### src/rtl/ms_runup_pkg.sv
// Shared types for the run-up sequencer.
// Assumes: nothing beyond IEEE 1800-2017.
package ms_runup_pkg;
    typedef enum logic [2:0] {
        ST_IDLE, // dithering, accepts a command
        ST_PRE,  // first residue read, references open
        ST_RUN,  // modulation cycles
        ST_PUSH, // result strobe
        ST_POST  // second residue read
    } seq_state_e;
endpackage

### src/rtl/ms_runup_sync.sv
// Multi-flop synchronizer for one asynchronous level.
// Assumes: STAGES >= 2; the input is a slow level, not a pulse.
module ms_runup_sync #(
    parameter int STAGES = 2
) (
    input  logic clk,
    input  logic rst_n,
    input  logic d,
    output logic q
);
    logic [STAGES-1:0] sr;

    // shift the level through the flop chain
    always_ff @(posedge clk) begin
        if (!rst_n) sr <= '0;
        else        sr <= {sr[STAGES-2:0], d};
    end

    assign q = sr[STAGES-1];
endmodule

### src/rtl/ms_runup_phase.sv
// Position counter inside a modulation cycle; flags first and last clock.
// Assumes: PERIOD >= 2; the counter is held at zero while run is low.
module ms_runup_phase #(
    parameter int PERIOD = 16
) (
    input  logic clk,
    input  logic rst_n,
    input  logic run,
    output logic first,
    output logic last
);
    localparam int PH_W = (PERIOD > 2) ? $clog2(PERIOD) : 1;
    localparam logic [PH_W-1:0] PH_LAST = PH_W'(PERIOD - 1);

    logic [PH_W-1:0] phase;

    // advance and wrap while running, park at zero otherwise
    always_ff @(posedge clk) begin
        if (!rst_n || !run)      phase <= '0;
        else if (phase == PH_LAST) phase <= '0;
        else                     phase <= phase + PH_W'(1);
    end

    assign first = run && (phase == '0);
    assign last  = run && (phase == PH_LAST);
endmodule

### src/rtl/ms_runup_seq.sv
// Run-up sequencer: residue handshake, comparator-chosen duty cycles,
// second handshake, and idle dither.
// Assumes: res_ack is a pulse answered only while res_req is high;
// comp_in high means the integrator sits above the threshold.
module ms_runup_seq
    import ms_runup_pkg::*;
#(
    parameter int CNT_W       = 16,
    parameter int CYCLE_CLKS  = 16,
    parameter int DITHER_CLKS = 4,
    parameter int SYNC_STAGES = 2
) (
    input  logic             clk,
    input  logic             rst_n,
    input  logic             cmd_valid,
    output logic             cmd_ready,
    input  logic [CNT_W-1:0] cmd_cycles,
    input  logic             comp_in,
    output logic             ref_pos,
    output logic             ref_neg,
    output logic             meas_active,
    output logic             res_req,
    input  logic             res_ack,
    output logic             result_valid,
    output logic [CNT_W-1:0] result_count
);
    localparam int DW = (DITHER_CLKS > 2) ? $clog2(DITHER_CLKS) : 1;
    localparam logic [DW-1:0]    DITH_RELOAD = DW'(DITHER_CLKS - 1);
    localparam logic [CNT_W-1:0] ONE         = CNT_W'(1);

    seq_state_e       state;
    logic [CNT_W-1:0] left_q;
    logic [CNT_W-1:0] hi_q;
    logic             dec_q;
    logic [DW-1:0]    dith_cnt;
    logic             dith_pos, dith_neg;
    logic             comp_s;
    logic             cyc_first, cyc_last;
    logic             sel_hi;

    ms_runup_sync #(.STAGES(SYNC_STAGES)) u_sync (
        .clk(clk), .rst_n(rst_n), .d(comp_in), .q(comp_s)
    );

    ms_runup_phase #(.PERIOD(CYCLE_CLKS)) u_phase (
        .clk(clk), .rst_n(rst_n), .run(state == ST_RUN),
        .first(cyc_first), .last(cyc_last)
    );

    // pattern choice: fresh sample on the first clock, latched after that
    assign sel_hi = cyc_first ? comp_s : dec_q;

    // conversion sequencing, cycle budget and high-cycle counter
    always_ff @(posedge clk) begin
        if (!rst_n) begin
            state  <= ST_IDLE;
            left_q <= '0;
            hi_q   <= '1;
            dec_q  <= 1'b0;
        end else begin
            unique case (state)
                ST_IDLE: if (cmd_valid) begin
                    left_q <= cmd_cycles;
                    hi_q   <= '1;
                    state  <= ST_PRE;
                end
                ST_PRE: if (res_ack)
                    state <= (left_q == '0) ? ST_PUSH : ST_RUN;
                ST_RUN: begin
                    if (cyc_first) begin
                        dec_q <= comp_s;
                        if (comp_s) hi_q <= hi_q - ONE;
                    end
                    if (cyc_last) begin
                        if (left_q == ONE) state <= ST_PUSH;
                        left_q <= left_q - ONE;
                    end
                end
                ST_PUSH: state <= ST_POST;
                ST_POST: if (res_ack) state <= ST_IDLE;
                default: state <= ST_IDLE;
            endcase
        end
    end

    // idle dither: refresh the restoring reference every DITHER_CLKS clocks
    always_ff @(posedge clk) begin
        if (!rst_n || state != ST_IDLE || cmd_valid) begin
            dith_cnt <= '0;
            dith_pos <= 1'b0;
            dith_neg <= 1'b0;
        end else if (dith_cnt == '0) begin
            dith_cnt <= DITH_RELOAD;
            dith_pos <= !comp_s;
            dith_neg <= comp_s;
        end else begin
            dith_cnt <= dith_cnt - DW'(1);
        end
    end

    // output decode from state and cycle position
    always_comb begin
        ref_pos = 1'b0;
        ref_neg = 1'b0;
        if (state == ST_RUN) begin
            ref_pos = sel_hi ? cyc_first : !cyc_last;
            ref_neg = sel_hi ? !cyc_first : cyc_last;
        end else if (state == ST_IDLE) begin
            ref_pos = dith_pos;
            ref_neg = dith_neg;
        end
    end

    assign cmd_ready    = (state == ST_IDLE);
    assign meas_active  = (state == ST_RUN);
    assign res_req      = (state == ST_PRE) || (state == ST_POST);
    assign result_valid = (state == ST_PUSH);
    assign result_count = hi_q;
endmodule

### config.mk
export PLATFORM = sky130hd
export DESIGN_NAME = ms_runup_seq
export DESIGN_NICKNAME = d
export VERILOG_FILES = /design/src/rtl/ms_runup_pkg.sv /design/src/rtl/ms_runup_sync.sv /design/src/rtl/ms_runup_phase.sv /design/src/rtl/ms_runup_seq.sv
export SDC_FILE = /design/constraint.sdc
export NUM_CORES = 1
export LEC_CHECK = 0
export CAP_MARGIN = 20
export CORE_AREA = 2 2 73 75
export CTS_CLUSTER_SIZE = 14
export DETAILED_ROUTE_END_ITERATION = 12
export DIE_AREA = 0 0 75 77
export GPL_TIMING_DRIVEN = 1
export PLACE_DENSITY = 0.78
export SKIP_LAST_GASP = 1
export SYNTH_ARGS = -nofsm -noshare
export SYNTH_HDL_FRONTEND = slang
export SYNTH_HIERARCHICAL = 1
export SYNTH_SLANG_ARGS = --single-unit
export TNS_END_PERCENT = 50
### constraint.sdc
create_clock -name clk -period 3.7 [get_ports clk]
set_input_delay 0.555 -clock clk [delete_from_list [all_inputs] [get_ports clk]]
set_output_delay 0.555 -clock clk [all_outputs]
set_load 0.02 [all_outputs]
==> metrics.csv, run 1 <==
metric,value,unit
cts-hold-fix-buffers,0,
syn-num-nets,345,
ant_nets,0,
seq_area,921,um^2
dp_hpwl,4.24,mm
final_max_slew_viol_count,0,
syn_area_per_cell,8.04,um^2
clock_path_buffers,2,
num-nets-final,384,
grt_pass1_vias,2274,
grt-ovfl-total,0,
place.gp.congestion,0.787,
place_ws,512,ps
yosysSeqAreaShare,0.361,
die_x,75,um
core-area,0.00498,mm^2
synthToLayoutAreaGrowth,23.3,%
h-tree-depth,2,
drt_iter0_markers,138,
fin_crit,3320,ps
fin_area,0.00314,mm^2
required,3140,ps
cts_root_buffer,clkbuf_8,
worstPathMaxFanout,14,
finalHoldViolCount,0,
fin_ws,381,ps
cp.arrival,2760,ps
grt_usage,0.221,
synth_ff_type,dfxtp_1,
grt_max_degree,33,
synth_area,0.00255,mm^2
status,"complete, no violations",
whs,439,ps
rows,26,
vias,2509,
clkSlewWorstSetupHoldPaths,80,ps
io_buffers,42,
yosys_warnings,6,
skew,10.8,ps
insertion_delay,300,ps
rsz0062_at_grt,false,
relSlewSlack,0.373,
initial_utilization,0.512,
dr.pass1.iters,4,
drv_cap,0,
io_pins,43,
drive_gt1_frac,0.0700,
n_antenna_cell,0,
fmax,301,MHz
wirelength,5.96,mm
power.leakage,1.27,nW
start_kind,flip-flop,
vias_per_cell,5.88,
tightest_slew,931,ps
cts_tree,built,
hp-class,flip-flop to flip-flop,
cts.sinks,46,
setup_tns,0,ps
dieArea,0.00578,mm^2
ys_ff_latch,46,
detail_route.wl_per_cell,13.9,um
synth_edf_count,0,
multi_input_area,0.00149,mm^2
dp_cells,419,
grt_pass1_wl,10.3,mm
fin_crit_sh,0.897,
place_area,0.00303,mm^2
post_synth_num_cell_types,60,
num-fill-cells,462,
numCtsBuffers,5,
pwr_density_cell,414,mW/mm^2
antenna_found_initial,0,
setup_viol,0,
path_class,flip-flop to output port,
irDropWorstVdd,0.249,mV
final_cell_count_no_fill,427,
drc_errors,0,
syn-instance-count,317,
synthArstFlopShare,0,
end_kind,output port,
die_h,77,um
power by group:
part,internal (mW),leakage [nW],switching (mW)
clock network,0.199,0.0579,0.170
logic,0.154,0.838,0.206
registers,0.529,0.375,0.0433
total,0.882,1.27,0.419
path summary, 6_finish.rpt:
kind / start / end / slack [ps] / cells after the start
max: state[2] / ref_neg / 380 / 9
max reg2reg: state[2] / left_q[15] / 900 / 8
min: dith_cnt[0] / dith_cnt[0] / 440 / 1
min reg2reg: dith_cnt[0] / dith_cnt[0] / 440 / 1
per-layer routing:
metal | vias to the layer above | wire length, um | GRT usage
met5 | - | 0 | 0
met4 | 0 | 72 | 0.0804
met3 | 8 | 300 | 0.0434
met2 | 71 | 2930 | 0.355
met1 | 1195 | 2660 | 0.289
li1 | 1235 | - | -
critical path: stages (launching register included):
cell             delay [ps]
dfxtp_1                 430
or3b_2                  520
inv_1                    90
inv_1                    60
nor2_1                  270
inv_1                    70
o22ai_1                 190
nand2_1                 100
a21oi_1                 120
clkdlybuf4s50_1         610
metrics by stage:
| stage | util | power [mW] |
|---|---|---|
| after floorplan | - | 0.821 |
| after global placement | 0.608 | 0.929 |
| after detailed placement | 0.608 | 0.937 |
| after CTS | 0.630 | 1.31 |
| after global routing | 0.631 | 1.37 |
| final | 0.631 | 1.30 |
state kept, by name, indices dropped and copies added (netlist names):
register / cells
dec_q: 1
dith_cnt: 2
dith_neg: 1
dith_pos: 1
left_q: 16
result_count: 16
state: 3
u_phase/phase: 4
u_sync/sr: 2
layout by cell type (no fill, tap or decap), types with 3 or more instances in the layout:
| cell type | n |
|---|---|
| nor4_1 | 8 |
| a21oi_1 | 17 |
| nand2_1 | 25 |
| nand4_1 | 4 |
| o21a_1 | 3 |
| nand3_1 | 9 |
| xnor2_1 | 4 |
| nor3b_1 | 3 |
| and2_1 | 3 |
| a211oi_1 | 3 |
| o21ai_0 | 29 |
| and3_1 | 13 |
| nor2b_1 | 3 |
| or4_1 | 4 |
| buf_4 | 7 |
| and4_1 | 4 |
| clkdlybuf4s50_1 | 42 |
| ha_1 | 7 |
| o31a_1 | 5 |
| nor2_1 | 26 |
| clkbuf_8 | 5 |
| a31oi_1 | 4 |
| a21boi_0 | 4 |
| dfxtp_1 | 46 |
| o211ai_1 | 6 |
| inv_1 | 16 |
| mux2i_1 | 3 |
| or3_1 | 5 |
| o211a_1 | 3 |
| nand2b_1 | 4 |
| nor3_1 | 8 |
cell families (layout without fill, tap and decap cells):
logic type	after synthesis	in the layout	synth area share
simple gates	130	130	0.278
mux	4	4	0.0162
xor+xnor	6	6	0.0206
fa+ha+maj	8	8	0.0383
buf+inv	33	73	0.0559
compound gates	90	90	0.230
flops	46	46	0.361
synthesized netlist by cell type (all sizes together), types with 2 or more instances:
library cell	number	share of area
dfxtp	46	0.36
o21ai	29	0.057
nor2	27	0.041
nand2	25	0.037
a21oi	18	0.037
inv	16	0.024
and3	13	0.032
buf	9	0.021
nand3	9	0.018
nor4	9	0.025
clkbuf	8	0.012
nor3	8	0.016
ha	7	0.034
o211ai	6	0.018
o31a	5	0.017
or3	5	0.012
or4	5	0.016
a21boi	4	0.012
a31oi	4	0.0098
and2	4	0.0098
and4	4	0.014
nand2b	4	0.0098
nand4	4	0.0098
xnor2	4	0.014
a211oi	3	0.0088
mux2i	3	0.012
nor2b	3	0.0074
nor3b	3	0.0088
o211a	3	0.012
o21a	3	0.0088
a32oi	2	0.0069
nor4b	2	0.0069
o22ai	2	0.0049
xor2	2	0.0069
area by class of cell:
| class | instances | share of cell area |
|---|---|---|
| multi-input combinational | 238 | 0.475 |
| inverter | 16 | 0.0191 |
| clock buffer | 5 | 0.0219 |
| tap | 70 | 0.0279 |
| timing repair buffer | 49 | 0.150 |
| sequential | 46 | 0.293 |
| clock inverter | 3 | 0.0127 |
what timing repair did:
item	in CTS	in global routing
endpoints found under the setup margin	0	1
buffers inserted	0	0
resized for setup	0	1
Note: power is estimated with default switching activity, not from simulation.
==> inputs of run 2 (changes only) <==
--- a/config.mk
+++ b/config.mk
@@ -7,6 +7,7 @@
 export LEC_CHECK = 0
 export CAP_MARGIN = 20
 export CORE_AREA = 2 2 73 75
+export CTS_CLUSTER_DIAMETER = 150
 export CTS_CLUSTER_SIZE = 14
 export DETAILED_ROUTE_END_ITERATION = 12
 export DIE_AREA = 0 0 75 77
==> results of run 2 <==
Final layout, timing and power as in run 1 (identical DEF).
==> inputs of run 3 (changes only) <==
--- a/config.mk
+++ b/config.mk
@@ -5,14 +5,15 @@
 export SDC_FILE = /design/constraint.sdc
 export NUM_CORES = 1
 export LEC_CHECK = 0
+export ABC_AREA = 1
 export CAP_MARGIN = 20
-export CORE_AREA = 2 2 73 75
+export CORE_AREA = 2 2 76 78
 export CTS_CLUSTER_DIAMETER = 150
 export CTS_CLUSTER_SIZE = 14
 export DETAILED_ROUTE_END_ITERATION = 12
-export DIE_AREA = 0 0 75 77
+export DIE_AREA = 0 0 78 80
 export GPL_TIMING_DRIVEN = 1
-export PLACE_DENSITY = 0.78
+export PLACE_DENSITY = 0.79
 export SKIP_LAST_GASP = 1
 export SYNTH_ARGS = -nofsm -noshare
 export SYNTH_HDL_FRONTEND = slang
==> run 3 against run 2 <==
Against the previous run: clock power shrank 13%; worst setup slack improved by 210 ps; utilization is essentially flat; sequential power grew 29%; sequential share of layout area fell by 2.3 points; final area is 8.6% higher; via count increased by 14%; critical path type unchanged; critical endpoint is now ref_pos; largest cell class unchanged; largest power group is now combinational cells.
==> metrics.csv, run 3 <==
metric,value,unit,change
io_pins,43,,unchanged
worstPathMaxFanout,21,,+7
path_class,flip-flop to output port,,
fin_crit_sh,0.840,,-0.0567
setup_tns,0,ps,unchanged
clock_path_buffers,2,,unchanged
dieArea,0.00624,mm^2,+8.1%
postCtsResizedCells,0,,unchanged
clkSlewWorstSetupHoldPaths,100,ps,+20 ps
die_x,78,um,+4.0%
yosysTopAreaCell,dfxtp_1,,
status,"complete, no violations",,
post_cts_buffers,0,,unchanged
final_max_slew_viol_count,0,,unchanged
end_kind,output port,,
detail_route.wl_per_cell,11.6,um,-17%
place.gp.congestion,0.908,,+15%
ys_ff_latch,46,,unchanged
slowest_delay,590,ps,-20 ps
skew,7.91,ps,-2.90 ps
drt_iter0_markers,105,,-24%
grt_pass1_wl,11.3,mm,+9.4%
cp_num_buf_inv,4,,unchanged
synth_area,0.00290,mm^2,+14%
cpMaxStageDelayCell,clkdlybuf4s50_1,,
post_synth_num_cell_types,35,,-42%
hp-class,flip-flop to flip-flop,,
syn_area_per_cell,6.53,um^2,-19%
grt_use_met1,0.258,,-0.0307
fin_ws,591,ps,+210 ps
setup_viol,0,,unchanged
use_met2,0.412,,+0.0568
ant_nets,0,,unchanged
initial_utilization,0.537,,+0.0250
drv_cap,0,,unchanged
startpoint,state[2],,
p_total,2.34,mW,+80%
wirelength,6.49,mm,+8.9%
insertion_delay,300,ps,about the same
num-nets-final,512,,+33%
use_met3,0.0317,,-0.0117
n_antenna_cell,0,,unchanged
crit-reg2reg-capture,result_count[4],,
cp.arrival,2550,ps,-210 ps
cts_root_buffer,clkbuf_8,,
synth_edf_count,0,,unchanged
start_kind,flip-flop,,
grt_usage,0.222,,+0.000650
num-fill-cells,528,,+14%
synthArstFlopShare,0,,unchanged
relSlewSlack,0.535,,+0.161
core-area,0.00541,mm^2,+8.6%
cts-hold-fix-buffers,0,,unchanged
irDropWorstVdd,0.363,mV,+46%
antenna_found_initial,0,,unchanged
syn-num-nets,473,,+37%
r2r_start,state[2],,
top_usage_layer,met2,,
ys_top_cells_by_count,"nand2_1 (110), nor2_1 (64), inv_1 (56), dfxtp_1 (46), nand3_1 (38)",,
rows,27,,+3.8%
required,3140,ps,about the same
vias_per_cell,5.12,,-13%
pwr_density_cell,686,mW/mm^2,+66%
yosysSeqAreaShare,0.317,,-0.0440
grt_max_degree,32,,-3.0%
rsz0062_at_grt,false,,
final_common_cell,nand2_1,,
tightest_slew,697,ps,-234 ps
hp-start,u_sync/sr[0],,
crit_family,buffers and inverters,,
yosys_warnings,6,,unchanged
vias,2853,,+14%
grt_pass1_vias,2631,,+16%
mostFrequentLayoutCells,"nand2_1 (110), nor2_1 (64), inv_1 (56), dfxtp_1 (46), clkdlybuf4s50_1 (42)",,
drc_errors,0,,unchanged
drive_gt1_frac,0.0948,,+0.0248
synthToLayoutAreaGrowth,17.5,%,
grt-ovfl-total,0,,unchanged
ff2ff_setup_slack,1580,ps,+680 ps
hold_end,u_sync/sr[1],,
fin_crit,3110,ps,-210 ps
whs_path_depth,2,,+1
h-tree-depth,2,,unchanged
io_buffers,42,,unchanged
synth_ff_type,dfxtp_1,,
whs,425,ps,-13.9 ps
numCtsBuffers,5,,unchanged
dp_hpwl,4.77,mm,+12%
synth_area_leaders,"dfxtp_1 (32%), nand2_1 (14%), nor2_1 (8.3%)",,
cts.sinks,46,,unchanged
cts_tree,built,,
yosysMostFrequentCell,nand2_1,,
worstPathCellList,nor2_4 -> nand2_4 -> inv_2 -> nand2_1 -> nor3_1 -> inv_1 -> nand2_1 -> inv_1 -> o21ai_0 -> a22o_1 -> clkdlybuf4s50_1,,
dr.pass1.iters,4,,unchanged
finalHoldViolCount,0,,unchanged
die_h,80,um,+3.9%
power.leakage,1.52,nW,+20%
synth_top_area_share,0.317,,-0.0440
syn-instance-count,445,,+40%
reg2reg_depth,12,,+4
fmax,322,MHz,+6.7%
place_ws,874,ps,+362 ps
==> run 3: cell type report <==
class                      instances  area (um^2)  area share
multi-input combinational        327         1640       0.481
sequential                        46          921       0.270
timing repair buffer              44          435       0.128
inverter                          60          233      0.0682
tap                               72         90.1      0.0264
clock buffer                       5         68.8      0.0202
clock inverter                     3         23.8     0.00696
==> run 3: worst max-delay path by stage <==
stage,to,slack (ps),depth (start not counted)
global route,ref_pos,330,11
floorplan,ref_neg,1300,8
finish,ref_pos,590,11
global placement,ref_pos,990,11
detailed placement,ref_pos,870,11
CTS,ref_pos,540,11
==> run 3: logic make-up (layout without fill, tap and decap cells) <==
group,Yosys count,in the layout,share of synthesized area
fa+ha+maj,7,7,0.0302
flops,46,46,0.317
compound gates,68,68,0.140
buf+inv,72,112,0.118
simple gates,248,248,0.383
xor+xnor,4,4,0.0121
==> run 3: layer usage <==
metal | share of wire | vias to the layer above
met1 | 0.45 | 1284
met3 | 0.035 | 14
li1 | - | 1493
met2 | 0.49 | 62
met5 | 0 | -
met4 | 0.021 | 0
==> run 3: stage by stage <==
stage,area (um^2),util,std cells
global route,3410,0.631,557
detailed placement,3320,0.614,549
CTS,3410,0.631,557
global placement,3320,0.614,549
floorplan,2900,-,445
finish,3410,0.631,557
==> run 3: where the power goes <==
part	switching [mW]	internal, mW
logic	0.819	0.463
registers	0.129	0.609
clock network	0.187	0.135
total	1.13	1.21
==> run 3: worst register-to-register path: stages, from the launching register on <==
cell and delay [ps]:
dfxtp_1 380, nor2_4 160, nand2_4 160, inv_2 130, nand2_1 60, nor3_1 210, inv_1 130, nor2_2 130
nand2_2 90, nand2_4 210, inv_2 130, o21ai_0 160, nand3_1 80
